$ cat src/rtl/flc_pkg.sv
package flc_pkg;
    localparam int LUT_K    = 6;
    localparam int MASK_W   = 1 << LUT_K;
    localparam int HALF_K   = LUT_K - 1;
    localparam int HALF_W   = 1 << HALF_K;
    localparam int NUM_IN   = 8;
    localparam int NUM_OUT  = 2;
    localparam int ADD_W    = 2;

    typedef enum logic [1:0] {
        MODE_LUT6  = 2'b00,
        MODE_SPLIT = 2'b01,
        MODE_SEL7  = 2'b10,
        MODE_ARITH = 2'b11
    } flc_mode_e;

    typedef struct packed {
        logic               ternary;
        logic [NUM_OUT-1:0] bypass;
        flc_mode_e          mode;
        logic [MASK_W-1:0]  mask;
    } flc_cfg_t;

    localparam int CFG_W = $bits(flc_cfg_t);
endpackage

$ cat src/rtl/flc_cfg_loader.sv
module flc_cfg_loader
    import flc_pkg::*;
(
    input  logic     clk_i,
    input  logic     rst_ni,
    input  logic     shift_i,
    input  logic     bit_i,
    input  logic     load_i,
    output flc_cfg_t cfg_o
);
    typedef enum logic {CFG_IDLE, CFG_SHIFT} cfg_state_e;

    cfg_state_e         state_q, state_d;
    logic [CFG_W-1:0]   shadow_q, shadow_next;
    flc_cfg_t           active_q;
    logic               commit;

    assign shadow_next = shift_i ? {shadow_q[CFG_W-2:0], bit_i} : shadow_q;
    assign commit      = (state_q == CFG_SHIFT) && load_i;

    always_ff @(posedge clk_i or negedge rst_ni) begin
        if (!rst_ni) state_q <= CFG_IDLE;
        else         state_q <= state_d;
    end

    always_comb begin
        state_d = state_q;
        unique case (state_q)
            CFG_IDLE:  if (shift_i) state_d = CFG_SHIFT;
            CFG_SHIFT: if (load_i)  state_d = CFG_IDLE;
            default:                state_d = CFG_IDLE;
        endcase
    end

    always_ff @(posedge clk_i or negedge rst_ni) begin
        if (!rst_ni) begin
            shadow_q <= '0;
            active_q <= '0;
        end else if (commit) begin
            shadow_q <= '0;
            active_q <= flc_cfg_t'(shadow_next);
        end else begin
            shadow_q <= shadow_next;
        end
    end

    assign cfg_o = active_q;

    assert_idle_load_ignored_R3: assert property (@(posedge clk_i) disable iff (!rst_ni)
        (state_q == CFG_IDLE && load_i && !shift_i) |=> $stable(active_q))
        else $error("load in idle changed active configuration");

    assert_commit_copies_R2: assert property (@(posedge clk_i) disable iff (!rst_ni)
        (state_q == CFG_SHIFT && load_i && !shift_i) |=> (active_q == flc_cfg_t'($past(shadow_q))))
        else $error("commit did not copy shadow word");
endmodule

$ cat src/rtl/flc_lut_tree.sv
module flc_lut_tree #(
    parameter int K = 5
) (
    input  logic [(1<<K)-1:0] mask_i,
    input  logic [K-1:0]      sel_i,
    output logic              y_o
);
    for (genvar l = 0; l < K; l++) begin : g_lvl
        localparam int D = K - 1 - l;
        logic [(1<<D)-1:0] v;
        for (genvar j = 0; j < (1 << D); j++) begin : g_node
            if (l == 0) begin : g_leaf
                assign v[j] = sel_i[l] ? mask_i[2*j+1] : mask_i[2*j];
            end else begin : g_inner
                assign v[j] = sel_i[l] ? g_lvl[l-1].v[2*j+1] : g_lvl[l-1].v[2*j];
            end
        end
    end

    assign y_o = g_lvl[K-1].v[0];
endmodule

$ cat src/rtl/flc_arith.sv
module flc_arith
    import flc_pkg::*;
(
    input  logic [ADD_W-1:0] x_i,
    input  logic [ADD_W-1:0] y_i,
    input  logic [ADD_W-1:0] z_i,
    input  logic             cin_i,
    input  logic             ternary_i,
    output logic [ADD_W-1:0] sum_o,
    output logic             cout_o
);
    logic [ADD_W:0]   rc;
    logic [ADD_W-1:0] rs;
    logic [ADD_W-1:0] cs_s, cs_c;
    logic [ADD_W-1:0] ts;
    logic             tk;

    assign rc[0] = cin_i;
    for (genvar i = 0; i < ADD_W; i++) begin : g_ripple
        assign rs[i]   = x_i[i] ^ y_i[i] ^ rc[i];
        assign rc[i+1] = (x_i[i] & y_i[i]) | (x_i[i] & rc[i]) | (y_i[i] & rc[i]);
        assign cs_s[i] = x_i[i] ^ y_i[i] ^ z_i[i];
        assign cs_c[i] = (x_i[i] & y_i[i]) | (x_i[i] & z_i[i]) | (y_i[i] & z_i[i]);
    end

    assign ts[0] = cs_s[0];
    assign ts[1] = cs_s[1] ^ cs_c[0];
    assign tk    = cs_s[1] & cs_c[0];

    always_comb begin
        if (ternary_i) begin
            sum_o  = ts;
            cout_o = tk | cs_c[1];
        end else begin
            sum_o  = rs;
            cout_o = rc[ADD_W];
        end
    end
endmodule

$ cat src/rtl/flc_out_reg.sv
module flc_out_reg
    import flc_pkg::*;
(
    input  logic               clk_i,
    input  logic               rst_ni,
    input  logic [NUM_OUT-1:0] d_i,
    input  logic [NUM_OUT-1:0] ce_i,
    input  logic [NUM_OUT-1:0] sclr_i,
    input  logic [NUM_OUT-1:0] bypass_i,
    output logic [NUM_OUT-1:0] y_o
);
    logic [NUM_OUT-1:0] q;

    for (genvar i = 0; i < NUM_OUT; i++) begin : g_bit
        always_ff @(posedge clk_i or negedge rst_ni) begin
            if (!rst_ni)        q[i] <= 1'b0;
            else if (sclr_i[i]) q[i] <= 1'b0;
            else if (ce_i[i])   q[i] <= d_i[i];
        end

        assign y_o[i] = bypass_i[i] ? d_i[i] : q[i];

        assert_sclr_clears_R11: assert property (@(posedge clk_i) disable iff (!rst_ni)
            sclr_i[i] |=> (q[i] == 1'b0))
            else $error("clear did not zero register");

        assert_hold_without_enable_R10: assert property (@(posedge clk_i) disable iff (!rst_ni)
            (!ce_i[i] && !sclr_i[i]) |=> (q[i] == $past(q[i])))
            else $error("register changed without enable");

        assert_capture_R10: assert property (@(posedge clk_i) disable iff (!rst_ni)
            (ce_i[i] && !sclr_i[i]) |=> (q[i] == $past(d_i[i])))
            else $error("register missed capture");
    end
endmodule

$ cat src/rtl/flc_cell.sv
module flc_cell
    import flc_pkg::*;
(
    input  logic               clk_i,
    input  logic               rst_ni,
    input  logic               cfg_shift_i,
    input  logic               cfg_bit_i,
    input  logic               cfg_load_i,
    input  logic [NUM_IN-1:0]  in_i,
    input  logic [NUM_OUT-1:0] ce_i,
    input  logic [NUM_OUT-1:0] sclr_i,
    output logic [NUM_OUT-1:0] y_o,
    output logic               cout_o
);
    flc_cfg_t           cfg;
    logic [HALF_K-1:0]  lo_sel, hi_sel;
    logic               lo_y, hi_y;
    logic [ADD_W-1:0]   sum;
    logic               add_c;
    logic [NUM_OUT-1:0] fn;

    flc_cfg_loader u_cfg (
        .clk_i   (clk_i),
        .rst_ni  (rst_ni),
        .shift_i (cfg_shift_i),
        .bit_i   (cfg_bit_i),
        .load_i  (cfg_load_i),
        .cfg_o   (cfg)
    );

    assign lo_sel = in_i[4:0];

    always_comb begin
        unique case (cfg.mode)
            MODE_SPLIT: hi_sel = in_i[6:2];
            MODE_SEL7:  hi_sel = {in_i[6], in_i[3:0]};
            default:    hi_sel = in_i[4:0];
        endcase
    end

    flc_lut_tree #(.K(HALF_K)) u_lut_lo (
        .mask_i (cfg.mask[HALF_W-1:0]),
        .sel_i  (lo_sel),
        .y_o    (lo_y)
    );

    flc_lut_tree #(.K(HALF_K)) u_lut_hi (
        .mask_i (cfg.mask[MASK_W-1:HALF_W]),
        .sel_i  (hi_sel),
        .y_o    (hi_y)
    );

    flc_arith u_arith (
        .x_i       ({in_i[2], in_i[0]}),
        .y_i       ({in_i[3], in_i[1]}),
        .z_i       ({in_i[5], in_i[4]}),
        .cin_i     (in_i[7]),
        .ternary_i (cfg.ternary),
        .sum_o     (sum),
        .cout_o    (add_c)
    );

    always_comb begin
        unique case (cfg.mode)
            MODE_LUT6:  fn = {in_i[7], in_i[5] ? hi_y : lo_y};
            MODE_SPLIT: fn = {hi_y, lo_y};
            MODE_SEL7:  fn = {in_i[7], in_i[7] ? hi_y : lo_y};
            MODE_ARITH: fn = sum;
            default:    fn = '0;
        endcase
    end

    assign cout_o = (cfg.mode == MODE_ARITH) ? add_c : 1'b0;

    flc_out_reg u_out (
        .clk_i    (clk_i),
        .rst_ni   (rst_ni),
        .d_i      (fn),
        .ce_i     (ce_i),
        .sclr_i   (sclr_i),
        .bypass_i (cfg.bypass),
        .y_o      (y_o)
    );

    assert_cout_only_arith_R9: assert property (@(posedge clk_i) disable iff (!rst_ni)
        (cfg.mode != MODE_ARITH) |-> !cout_o)
        else $error("carry out outside arithmetic mode");

    assert_bypass_follows_R12: assert property (@(posedge clk_i) disable iff (!rst_ni)
        cfg.bypass[1] |-> (y_o[1] == fn[1]))
        else $error("bypassed output 1 not combinational");
endmodule

$ cat config.mk
export PLATFORM = sky130hd
export DESIGN_NAME = flc_cell
export DESIGN_NICKNAME = d
export VERILOG_FILES = /design/src/rtl/flc_pkg.sv /design/src/rtl/flc_cfg_loader.sv /design/src/rtl/flc_lut_tree.sv /design/src/rtl/flc_arith.sv /design/src/rtl/flc_out_reg.sv /design/src/rtl/flc_cell.sv
export SDC_FILE = /design/constraint.sdc
export NUM_CORES = 1
export LEC_CHECK = 0
export ABC_AREA = 1
export BUFFER_PORTS_ARGS = -buffer_cell sky130_fd_sc_hd__buf_4
export CAP_MARGIN = 20
export CORE_ASPECT_RATIO = 0.7
export CORE_MARGIN = 4
export CORE_UTILIZATION = 40
export CTS_BUF_LIST = sky130_fd_sc_hd__clkbuf_2
export DETAILED_ROUTE_END_ITERATION = 7
export GPL_ROUTABILITY_DRIVEN = 0
export SLEW_MARGIN = 20
export SYNTH_ARGS = -nofsm -noshare
export SYNTH_HDL_FRONTEND = slang
export SYNTH_SLANG_ARGS = --single-unit
$ cat constraint.sdc
create_clock -name clk_i -period 3.2 [get_ports clk_i]
set_clock_uncertainty 0.2 [all_clocks]
set_input_delay 0.32 -clock clk_i [delete_from_list [all_inputs] [get_ports clk_i]]
set_output_delay 0.32 -clock clk_i [all_outputs]
set_load 0.005 [all_outputs]
After elaboration in Yosys (flattened, before gate mapping) --
Cells that the tools add are included. W data, S select, Z words.
Word-level totals: output and inout bits 3, logic and storage cells 123, input bits 17, bits in registers 141
Cells by class: muxes and demuxes 80, equality and inequality tests 3, bitwise gates (word level) 28, reduce and logical (&&, ||, !) cells 4
Operator list (number):
- $mux W69 | 2
- $mux W1 | 74
- $and A1 B1 Y1 | 11
- $pmux W5 S2 | 1
- $or A1 B1 Y1 | 9
- $pmux W2 S4 | 1
- $xor A1 B1 Y1 | 7
- $eq A2 B2 Y1 const B | 2
- $reduce_bool A2 Y1 | 2
- $eq A2 B1 Y1 const B | 1
- $logic_not A2 Y1 | 1
- $mux W2 | 1
- $pmux W1 S2 | 1
- $logic_and A1 B1 Y1 | 1
- $not A1 Y1 | 1

Depth between registers and ports, before layout --
Gate-level depths: netlist of run 1.
depth after elaboration 11, gate-level depth with buffers 19, mapped depth without buffers 18

By module --
A second synthesis of run 1 with hierarchy kept.
Unflattened totals: cells, all modules 911, area total of the unflattened synthesis 6889.1 um2
Modules (own cells, without submodules):
- flc_cfg_loader | seq. area each 3478.3 um2, cells an instance 664, times used 1, area each 5630.4 um2
- flc_lut_tree | seq. area each 0.0 um2, cells an instance 78, times used 2, area each 375.4 um2
- flc_cell | seq. area each 0.0 um2, cells an instance 45, times used 1, area each 226.5 um2
- flc_arith | seq. area each 0.0 um2, cells an instance 28, times used 1, area each 166.4 um2
- flc_out_reg | seq. area each 50.0 um2, cells an instance 18, times used 1, area each 115.1 um2

Worst setup path after synthesis of run 1 --
OpenSTA, ideal clock, no wires.
kind reg2out, from register u_cfg.active_q (netlist bit u_cfg.cfg_o[64]), to output y_o[1], slack 0.742 ns, cell stages (with the launch flop) 17, data required time 2.680 ns, path buffers 2, arrival time 1.938 ns, cell sequence dfrtp_1 -> inv_1 -> ha_1 -> buf_6 -> nand2_4 -> nand2_4 -> buf_2 -> nand3_1 -> nand3_1 -> nand3_1 -> nand3_1 -> nand3b_1 -> nand2_1 -> nand2_1 -> nand3_2 -> o21ai_2 -> a21oi_2
On the way: longest elaborated chain between the ends 9, elaborated cells on any way between the ends 38, classes of those cells eq/ne (3); mux (34); reduce/logical (1)
Ends and longest elaborated chain:
- start: declaration | line flc_cfg_loader.sv:15 | flc_cfg_t active_q;
- start signal: assignment | line flc_cfg_loader.sv:41 | active_q <= flc_cfg_t'(shadow_next);
- $eq A2 B2 Y1 / $eq A2 B1 Y1 (equally long branches) | line flc_cell.sv:34, flc_cell.sv:64
- $pmux W5 S2 | line flc_cell.sv:34 | unique case (cfg.mode)
- $mux W1 | line flc_lut_tree.sv:13 | assign v[j] = sel_i[l] ? mask_i[2*j+1] : mask_i[2*j];
- $mux W1 (4 in a row) | line flc_lut_tree.sv:15 | assign v[j] = sel_i[l] ? g_lvl[l-1].v[2*j+1] : g_lvl[l-1].v[2*j];
- $pmux W2 S4 * | line flc_cell.sv:64 | unique case (cfg.mode)
- $mux W1 * | line flc_out_reg.sv:21 | assign y_o[i] = bypass_i[i] ? d_i[i] : q[i];
- end: declaration | line flc_cell.sv:12 | output logic [NUM_OUT-1:0] y_o,
Every way passes the cells marked *; elsewhere a longest branch is shown, timed or not.

Worst setup path in the final report of run 1 --
from register u_cfg.active_q (netlist bit u_cfg.cfg_o[65]), to output y_o[0]
On the way: longest elaborated chain between the ends 10, elaborated cells on any way between the ends 40, classes of those cells eq/ne (3); mux (36); reduce/logical (1)
Ends and longest elaborated chain (line):
- $eq A2 B2 Y1 / $eq A2 B1 Y1 (equally long branches) | flc_cell.sv:34, flc_cell.sv:64
- $pmux W5 S2 | flc_cell.sv:34
- $mux W1 | flc_lut_tree.sv:13
- $mux W1 (4 in a row) | flc_lut_tree.sv:15
- $mux W1 (on tied branches) | flc_cell.sv:67, flc_cell.sv:65
- $pmux W2 S4 * | flc_cell.sv:64
- $mux W1 * | flc_out_reg.sv:21
Marks and branches as above.

==> flow_summary.json, run 1 <==
{
  "drt-initial-drc-count": 332,
  "cts_max_path_buffers": 2,
  "path_class": "reg -> out",
  "violations": "setup timing",
  "outcome": "finished, violations left",
  "endpoint_kind": "output pin",
  "relSlewSlack": 0.688,
  "synthDominantCellAreaShare": 0.549,
  "synth-edff-count": 0,
  "placed_area_um2": 6740,
  "yosys-top-cells-area": "dfrtp_1, mux2i_1, nand2_1, nand3_1, o21ai_0",
  "reg2regPathDepth": 17,
  "yosys_warnings": 0,
  "clock_latency_ns": 0.67,
  "maxCapViolCount": 0,
  "use_met1": 0.241,
  "ant_nets": 0,
  "portBuffers": 19,
  "drv_slew": 0,
  "internal_power_mw": 2.38,
  "synth_nets": 696,
  "die_x_um": 160,
  "fin_crit_ns": 3.50,
  "area_delta_synth_final_pct": 15.5,
  "path_max_fanout": 8,
  "drcViolationCount": 0,
  "grt_pass1_vias": 4715,
  "setup_tns_ns": -0.517,
  "ir_drop_v": 0.000211,
  "yosysMostFrequentCell": "dfrtp_1",
  "final_area_um2": 7430,
  "grt_max_degree": 98,
  "setup_viol": 2,
  "combPwrFrac": 0.112,
  "synth_cells": 671,
  "hpwlAfterDp_mm": 8.84,
  "grt-busiest-layer": "met2",
  "worstSetupStartpointType": "register",
  "grt_first_pass_wirelength_mm": 24.2,
  "cts_num_sinks": 141,
  "cts_buffers": 17,
  "io-pin-count": 20,
  "tightest_slew_ns": 0.467,
  "switching_share": 0.273,
  "met3_usage": 0.0399,
  "postSynth.asyncResetShare": 1.00,
  "drtPass1Iterations": 5,
  "whs_path_depth": 9,
  "nets": 734,
  "r2r_start": "u_cfg.cfg_o[65]",
  "syn_avg_cell_area_um2": 9.58,
  "timing.fmax_ghz": 0.286,
  "p_clk_frac": 0.328,
  "antenna_found_initial": 1,
  "syn-cell-area_um2": 6430,
  "cts_tree": "built",
  "synth_ff_type": "dfrtp_1",
  "final-hold-violation-count": 0,
  "wl_per_cell_um": 15.5,
  "leakage_nw": 3.63,
  "clk_pin_slew_ns": 0.18,
  "cts-htree-levels": 4,
  "start_util": 0.411,
  "grt_usage": 0.163,
  "yosys.area.top_type": "dfrtp_1",
  "power_density_nw_per_um2": 440,
  "ys_types": 30,
  "via_count": 4755,
  "fin_crit_sh": 1.09,
  "p_switching_mw": 0.891,
  "die_h_um": 114,
  "synth-seq-area-share": 0.549,
  "routed_via_density": 5.15,
  "hp-class": "in -> reg",
  "rows": 38,
  "cts-root-buf": "clkbuf_2",
  "r2r_slack_ns": 0.13,
  "rsz0062_at_grt": "yes",
  "seqPwrFrac": 0.560,
  "fp.coreArea_um2": 15600,
  "wl_mm": 14.3,
  "gr-usage-met2": 0.247,
  "cp.arrival_ns": 2.98,
  "ys_seq_elements": 141,
  "globalRouteOverflowTotal": 0,
  "setup_ws_ns": -0.302,
  "drive_above_1_share": 0.161,
  "cp-startpoint": "u_cfg.cfg_o[65]",
  "synth_commonest_cells": "dfrtp_1, nand2_1, nor2_1, nand3_1, o21ai_0",
  "design.die.area_um2": 18200,
  "cp.required_ns": 2.68,
  "fillers": 1425,
  "holdCritStartpoint": "in_i[4]"
}
==> per-layer routing <==
layer	up-vias	wire length, µm	share of wire
met5	-	0	0
li1	2325	-	-
met4	0	133	0.0093
met1	2335	7150	0.50
met3	13	557	0.039
met2	82	6440	0.45
==> kinds of logic after synthesis <==
logic type,count (synthesis),share of synthesized area
AO/OA/AOI/OAI,90,0.0777
XOR/XNOR,1,0.00136
adder cells (fa/ha/maj),8,0.0179
buffers and inverters,61,0.0455
flip-flops,141,0.549
multiplexers,67,0.104
AND/OR/NAND/NOR,303,0.204
==> power by group through the flow <==
stage                     clock [mW]  combinational [mW]  sequential, mW
after floorplan                    0               0.207            1.85
after global placement             0               0.318            1.86
after detailed placement           0               0.325            1.86
after CTS                       1.10               0.363            1.83
after global routing            1.19               0.408            1.83
final                           1.07               0.367            1.83
==> critical path, cell delays in order, from the launching register on <==
cell and delay [ns]:
dfrtp_1 0.42, inv_2 0.08, ha_4 0.33, nand2_2 0.12, o21ai_4 0.28, nand3_1 0.13, nand3_1 0.09, nand3_1 0.08
nand3b_1 0.14, nand2_2 0.08, o21bai_1 0.22, nand2_1 0.10, nand2_1 0.08, nand2_1 0.06, buf_4 0.13
==> repair_timing <==
action | 4_1_cts | 5_1_grt
pin swaps | 4 | 14
buffers inserted | 14 | 2
resized for setup | 15 | 8
gates cloned | 3 | 0
setup endpoints to repair | 2 | 2
endpoints found under the hold margin | 178 | 0
hold buffers | 12 | 0
==> final timing paths <==
| path | endpoint |
|---|---|
| worst max-delay path | y_o[0] |
| worst min-delay path | u_out.q[0] |
| worst max register to register | u_out.q[1] |
| worst min register to register | u_cfg.cfg_o[29] |
| max in group asynchronous | u_cfg.cfg_o[31] |
| min in group asynchronous | u_cfg.shadow_q[64] |
==> layout by cell type, fill, tap and decap left out, types with 2 or more instances in the layout <==
cell type and instances:
a21oi_1 4, a21oi_2 2, buf_12 6, buf_4 33
buf_6 3, bufinv_16 3, clkbuf_2 20, clkinv_1 2
clkinv_4 2, clkinvlp_4 2, dfrtp_1 141, diode_2 2
dlygate4sd3_1 11, fa_1 2, ha_1 3, ha_4 3
inv_1 15, inv_2 7, mux2i_1 67, nand2_1 127
nand2_2 10, nand2_4 5, nand2_8 3, nand3_1 70
nand3_2 9, nor2_1 80, o21ai_0 76, o21ai_4 2
o21bai_1 3
==> stage by stage <==
| stage | setup WS [ns] | power (mW) | utilization | std cells | hold slack, ns |
|---|---|---|---|---|---|
| finish | -0.302 | 3.27 | 0.475 | 923 | 0.183 |
| global route | -0.525 | 3.43 | 0.475 | 923 | 0.163 |
| CTS | -0.165 | 3.29 | 0.471 | 919 | 0.152 |
| detailed placement | 0.122 | 2.18 | 0.431 | 859 | 0.153 |
| global placement | 0.316 | 2.18 | 0.431 | 859 | 0.143 |
| floorplan | 0.742 | 2.06 | - | 671 | -0.176 |
==> final cells by class <==
| type | instances | area (µm²) | area share |
|---|---|---|---|
| diodes | 2 | 5.00 | 0.000674 |
| clock buffers | 20 | 100 | 0.0135 |
| clock inverters | 11 | 144 | 0.0194 |
| inverters | 23 | 100 | 0.0135 |
| multi-input cells | 472 | 2760 | 0.372 |
| flip-flops and latches | 141 | 3530 | 0.475 |
| well taps | 200 | 250 | 0.0337 |
| repair buffers | 54 | 539 | 0.0726 |
==> registers in the layout, indices dropped and copies added, names as in the netlist <==
name / count
u_cfg.cfg_o: 69
u_cfg.shadow_q: 69
u_out.q: 2
u_cfg.state_q: 1
Power figures use the tool's default switching activity.
==> inputs of run 2 (changes only) <==
--- a/config.mk
+++ b/config.mk
@@ -12,9 +12,11 @@
 export CORE_MARGIN = 4
 export CORE_UTILIZATION = 40
 export CTS_BUF_LIST = sky130_fd_sc_hd__clkbuf_2
+export CTS_CLUSTER_SIZE = 40
 export DETAILED_ROUTE_END_ITERATION = 7
 export GPL_ROUTABILITY_DRIVEN = 0
 export SLEW_MARGIN = 20
 export SYNTH_ARGS = -nofsm -noshare
 export SYNTH_HDL_FRONTEND = slang
 export SYNTH_SLANG_ARGS = --single-unit
+export TNS_END_PERCENT = 1
==> flow_summary.json, run 2 (synthesis results as in run 1) <==
{
  "outcome": "finished, violations left",
  "violations": "setup timing",
  "placedCellCount": 859,
  "relSlewSlack": 0.691,
  "min_to": "u_out.q[1]",
  "rsz0062_at_grt": "yes",
  "globalRouteOverflowTotal": 0,
  "drv_slew": 0,
  "max_stage_delay_ns": 0.44,
  "wl_mm": 13.9,
  "grt_usage": 0.161,
  "grt_pass1_vias": 4643,
  "whs_path_depth": 4,
  "die_h_um": 114,
  "switching_share": 0.271,
  "reg2regPathDepth": 17,
  "multi_input_area_um2": 2710,
  "p_switching_mw": 0.879,
  "portBuffers": 19,
  "holdCritStartpoint": "sclr_i[1]",
  "grt_max_degree": 98,
  "p_clk_frac": 0.330,
  "setup_ws_ns": -0.159,
  "worstSetupStartpointType": "register",
  "fin_crit_ns": 3.36,
  "layout_commonest_cell": "dfrtp_1",
  "r2r_slack_ns": 0.31,
  "design.die.area_um2": 18200,
  "regArea_um2": 3530,
  "path_class": "reg -> out",
  "crit_top_cell": "nand2_1",
  "drive_above_1_share": 0.139,
  "ant_nets": 0,
  "cts_num_sinks": 141,
  "rows": 38,
  "cts_buffers": 17,
  "cp_cell_sequence": "buf_4, ha_4, inv_2, nand2_4, nand2_8, nand2_4, nand2_1, nand3_1, nand3_1, nand3_1, nand3b_1, nand2_1, o21bai_1, nand2_1, nand2_1, nand2_1, buf_4",
  "area_delta_synth_final_pct": 13.4,
  "start_util": 0.411,
  "internal_power_mw": 2.36,
  "cts-htree-levels": 4,
  "wl_per_cell_um": 15.2,
  "fp.coreArea_um2": 15600,
  "drtPass1Iterations": 4,
  "clk_pin_slew_ns": 0.17,
  "maxCapViolCount": 0,
  "routed_via_density": 5.12,
  "cp-startpoint": "u_cfg.cfg_o[65]",
  "drt-initial-drc-count": 312,
  "final-hold-violation-count": 0,
  "power_density_nw_per_um2": 445,
  "combPwrFrac": 0.106,
  "cts_max_path_buffers": 2,
  "fillers": 1439,
  "cp.arrival_ns": 2.84,
  "cp_slowest_cell": "dfrtp_1",
  "hp-class": "in -> reg",
  "io-pin-count": 20,
  "setup_viol": 2,
  "final_cell_mix": "dfrtp_1, nand2_1, nor2_1",
  "r2r_end": "u_out.q[0]",
  "seqPwrFrac": 0.564,
  "leakage_nw": 3.56,
  "timing.fmax_ghz": 0.298,
  "setup_tns_ns": -0.273,
  "fin_crit_sh": 1.05,
  "via_count": 4675,
  "ir_drop_v": 0.000210,
  "endpoint_kind": "output pin",
  "die_x_um": 160,
  "cts_tree": "built",
  "r2r_start": "u_cfg.cfg_o[65]",
  "path_max_fanout": 9,
  "tightest_slew_ns": 0.464,
  "antenna_found_initial": 1,
  "cp.required_ns": 2.68,
  "fin_cells": 913,
  "hpwlAfterDp_mm": 8.84,
  "clock_latency_ns": 0.66,
  "drcViolationCount": 0,
  "cts-root-buf": "clkbuf_2",
  "grt_first_pass_wirelength_mm": 23.9,
  "nets": 724
}
[run 2: cell count changes in the layout (fill, tap and decap cells not counted), sizes merged]
| cell | previous run | this run |
|---|---|---|
| dlygate4sd3 | 11 | 10 |
| buf | 43 | 35 |
| nand2 | 145 | 144 |
[run 2: critical path: cells and delay by family (launching register included)]
family / cells / cell delay (ns)
AND/OR/NAND/NOR: 12 / 1.06
flip-flops: 1 / 0.44
buffers and inverters: 3 / 0.36
adder cells (fa/ha/maj): 1 / 0.18
AO/OA/AOI/OAI: 1 / 0.17
[run 2: stage by stage]
stage / cell area (µm²) / setup slack, ns / util / total power, mW / hold slack [ns]
2_1_floorplan: 6430 / 0.742 / - / 2.06 / -0.176
6_report: 7290 / -0.159 / 0.466 / 3.24 / 0.292
4_1_cts: 7280 / -0.168 / 0.466 / 3.28 / 0.235
5_1_grt: 7290 / -0.467 / 0.466 / 3.40 / 0.202
3_3_place_gp: 6740 / 0.316 / 0.431 / 2.18 / 0.143
3_5_place_dp: 6740 / 0.122 / 0.431 / 2.18 / 0.153
[run 2: power by group through the flow]
stage / clock (mW) / combinational (mW) / sequential [mW]
after floorplan: 0 / 0.207 / 1.85
after global placement: 0 / 0.318 / 1.86
after detailed placement: 0 / 0.325 / 1.86
after CTS: 1.10 / 0.351 / 1.83
after global routing: 1.18 / 0.387 / 1.83
final: 1.07 / 0.345 / 1.83
[run 2: what timing repair did]
action	in CTS	in global routing
pin swaps	4	0
gates resized for setup	14	0
hold endpoints to repair	178	0
buffers inserted	8	0
setup endpoints to repair	2	2
gates cloned	2	0
hold buffers	11	0
[run 2: worst max path at each step]
stage	end	slack, ns	cells past startpoint
final	y_o[0]	-0.16	17
after global routing	y_o[0]	-0.47	16
after CTS	y_o[0]	-0.17	17
after detailed placement	y_o[1]	0.12	15
after global placement	y_o[0]	0.32	17
after floorplan	y_o[1]	0.74	16
[run 2: layout make-up]
type,count,share of cell area
clock buffer,20,0.0137
antenna,2,0.000687
clock inverter,11,0.0197
tap,200,0.0343
inverter,23,0.0137
multi-input combinational,471,0.371
timing repair buffer,45,0.0627
sequential,141,0.484
[run 2: metal layers]
metal | vias to the layer above | GRT usage | wire (µm)
met5 | - | 0 | 0
met4 | 0 | 0.0306 | 106
met3 | 8 | 0.0392 | 397
met2 | 56 | 0.243 | 6210
met1 | 2309 | 0.239 | 7190
li1 | 2302 | - | -
==> inputs of run 3 (changes only) <==
==> constraint.sdc (replaced) <==
create_clock -name clk_i -period 3.2 [get_ports clk_i]
set_clock_uncertainty 0.2 [all_clocks]
set_input_delay 0.16 -clock clk_i [delete_from_list [all_inputs] [get_ports clk_i]]
set_output_delay 0.16 -clock clk_i [all_outputs]
set_load 0.005 [all_outputs]
==> flow_summary.json, run 3 (synthesis results as in run 1) <==
{
  "outcome": "finished, violations left",
  "violations": "setup timing",
  "fin_cells": 920,
  "fin_crit_ns": 3.39,
  "nets": 732,
  "clock_latency_ns": 0.71,
  "die_x_um": 160,
  "regArea_um2": 3530,
  "path_max_fanout": 8,
  "endpoint_kind": "output pin",
  "setup_tns_ns": -0.329,
  "cts_tree": "built",
  "antenna_found_initial": 0,
  "path_class": "reg -> out",
  "final_util": 0.471,
  "whs_path_depth": 4,
  "insertedDiodeCount": 0,
  "power_density_nw_per_um2": 419,
  "cp_cell_sequence": "inv_2, ha_4, nand2_4, o21ai_4, nand3_2, nand3_2, nand3_2, nand3b_1, nand3_1, nand2_1, nand2_1, nand2_2, nand2_2, nand2_1, nand2_1, buf_6",
  "timing.fmax_ghz": 0.295,
  "cts_buffers": 17,
  "start_util": 0.411,
  "grt_max_degree": 139,
  "met3_length_um": 543,
  "cts_max_path_buffers": 2,
  "r2r_slack_ns": 0.14,
  "drive_above_1_share": 0.160,
  "placedCellCount": 858,
  "portBuffers": 19,
  "multi_input_area_um2": 2780,
  "hp-class": "in -> reg",
  "worstSetupStartpointType": "register",
  "tightest_slew_ns": 0.963,
  "die_h_um": 114,
  "grt_usage": 0.160,
  "cts_num_sinks": 141,
  "cp.required_ns": 2.84,
  "drtPass1Iterations": 5,
  "final_cell_mix": "dfrtp_1, nand2_1, nor2_1",
  "cp.arrival_ns": 3.03,
  "cts-root-buf": "clkbuf_2",
  "fillers": 1482,
  "globalRouteOverflowTotal": 0,
  "fp.coreArea_um2": 15600,
  "drcViolationCount": 0,
  "ant_nets": 0,
  "fin_crit_sh": 1.06,
  "setup_viol": 2,
  "wl_per_cell_um": 15.1,
  "max_stage_delay_ns": 0.43,
  "grt_first_pass_wirelength_mm": 23.6,
  "wl_met1_mm": 7.10,
  "leakage_nw": 3.61,
  "relSlewSlack": 0.357,
  "setup_ws_ns": -0.191,
  "grt_pass1_vias": 4678,
  "cts-htree-levels": 4,
  "ir_drop_v": 0.000217,
  "hpwlAfterDp_mm": 8.78,
  "drt-initial-drc-count": 304,
  "met2_length_mm": 6.08,
  "rows": 38,
  "final-hold-violation-count": 0,
  "rsz0062_at_grt": "yes",
  "routed.top_layer": "met4",
  "via_count": 4775,
  "wl_mm": 13.9,
  "dp_slack_ns": 0.353,
  "crit_top_cell": "nand2_1",
  "cp_slowest_cell": "dfrtp_1",
  "routed_via_density": 5.19,
  "reg2regPathDepth": 16,
  "io-pin-count": 20,
  "area_delta_synth_final_pct": 14.5,
  "clk_pin_slew_ns": 0.19,
  "drv_slew": 0,
  "layout_commonest_cell": "dfrtp_1",
  "design.die.area_um2": 18200,
  "maxCapViolCount": 0,
  "finalPower_mw": 3.09
}
-- run 3: final cells by class --
cell class                      instances  area share
Clock inverter                         14      0.0139
Sequential cell                       141       0.479
Clock buffer                           18      0.0122
Inverter                               23      0.0136
Tap cell                              200      0.0340
Multi-Input combinational cell        471       0.378
Timing Repair Buffer                   53      0.0693
-- run 3: final timing paths --
check / start / endpoint
worst max-delay path: u_cfg.cfg_o[64] / y_o[0]
worst min-delay path: in_i[7] / u_out.q[1]
worst max register to register: u_cfg.cfg_o[64] / u_out.q[0]
worst min register to register: u_cfg.cfg_o[10] / u_cfg.cfg_o[10]
max in group asynchronous: rst_ni / u_cfg.shadow_q[57]
min in group asynchronous: rst_ni / u_cfg.cfg_o[21]
-- run 3: critical path, delay by kind of cell, from the launching register on --
kind,cells,cell delay [ns]
buffers and inverters,2,0.19
DFF,1,0.43
adders and majority gates,1,0.35
AOI/OAI and AO/OA,1,0.33
and+or+nand+nor,12,1.01
-- run 3: per-layer routing --
metal / track usage / vias to the layer above
met5: 0 / -
met4: 0.0399 / 0
met1: 0.233 / 2333
met2: 0.240 / 93
li1: - / 2322
met3: 0.0439 / 27
-- run 3: stage by stage --
step                      hold WS [ns]  area [µm²]
after floorplan                 -0.336        6430
after global placement         -0.0423        6710
after detailed placement       -0.0309        6710
after CTS                       0.0903        7270
after global routing             0.109        7360
final                            0.161        7360
-- run 3: timing repair --
action,in CTS,in global routing
endpoints found under the setup margin,2,3
setup buffers,9,2
gates resized for setup,14,17
pin swaps,4,13
hold buffers,17,0
hold endpoints to repair,218,0
cloned,2,0
-- run 3: report_power, final --
group / internal, mW / total [mW] / leakage, nW / switching [mW]
registers: 1.81 / 1.83 / 1.96 / 0.0184
logic: 0.119 / 0.353 / 1.53 / 0.233
clock network: 0.268 / 0.905 / 0.124 / 0.637
total: 2.20 / 3.09 / 3.61 / 0.889
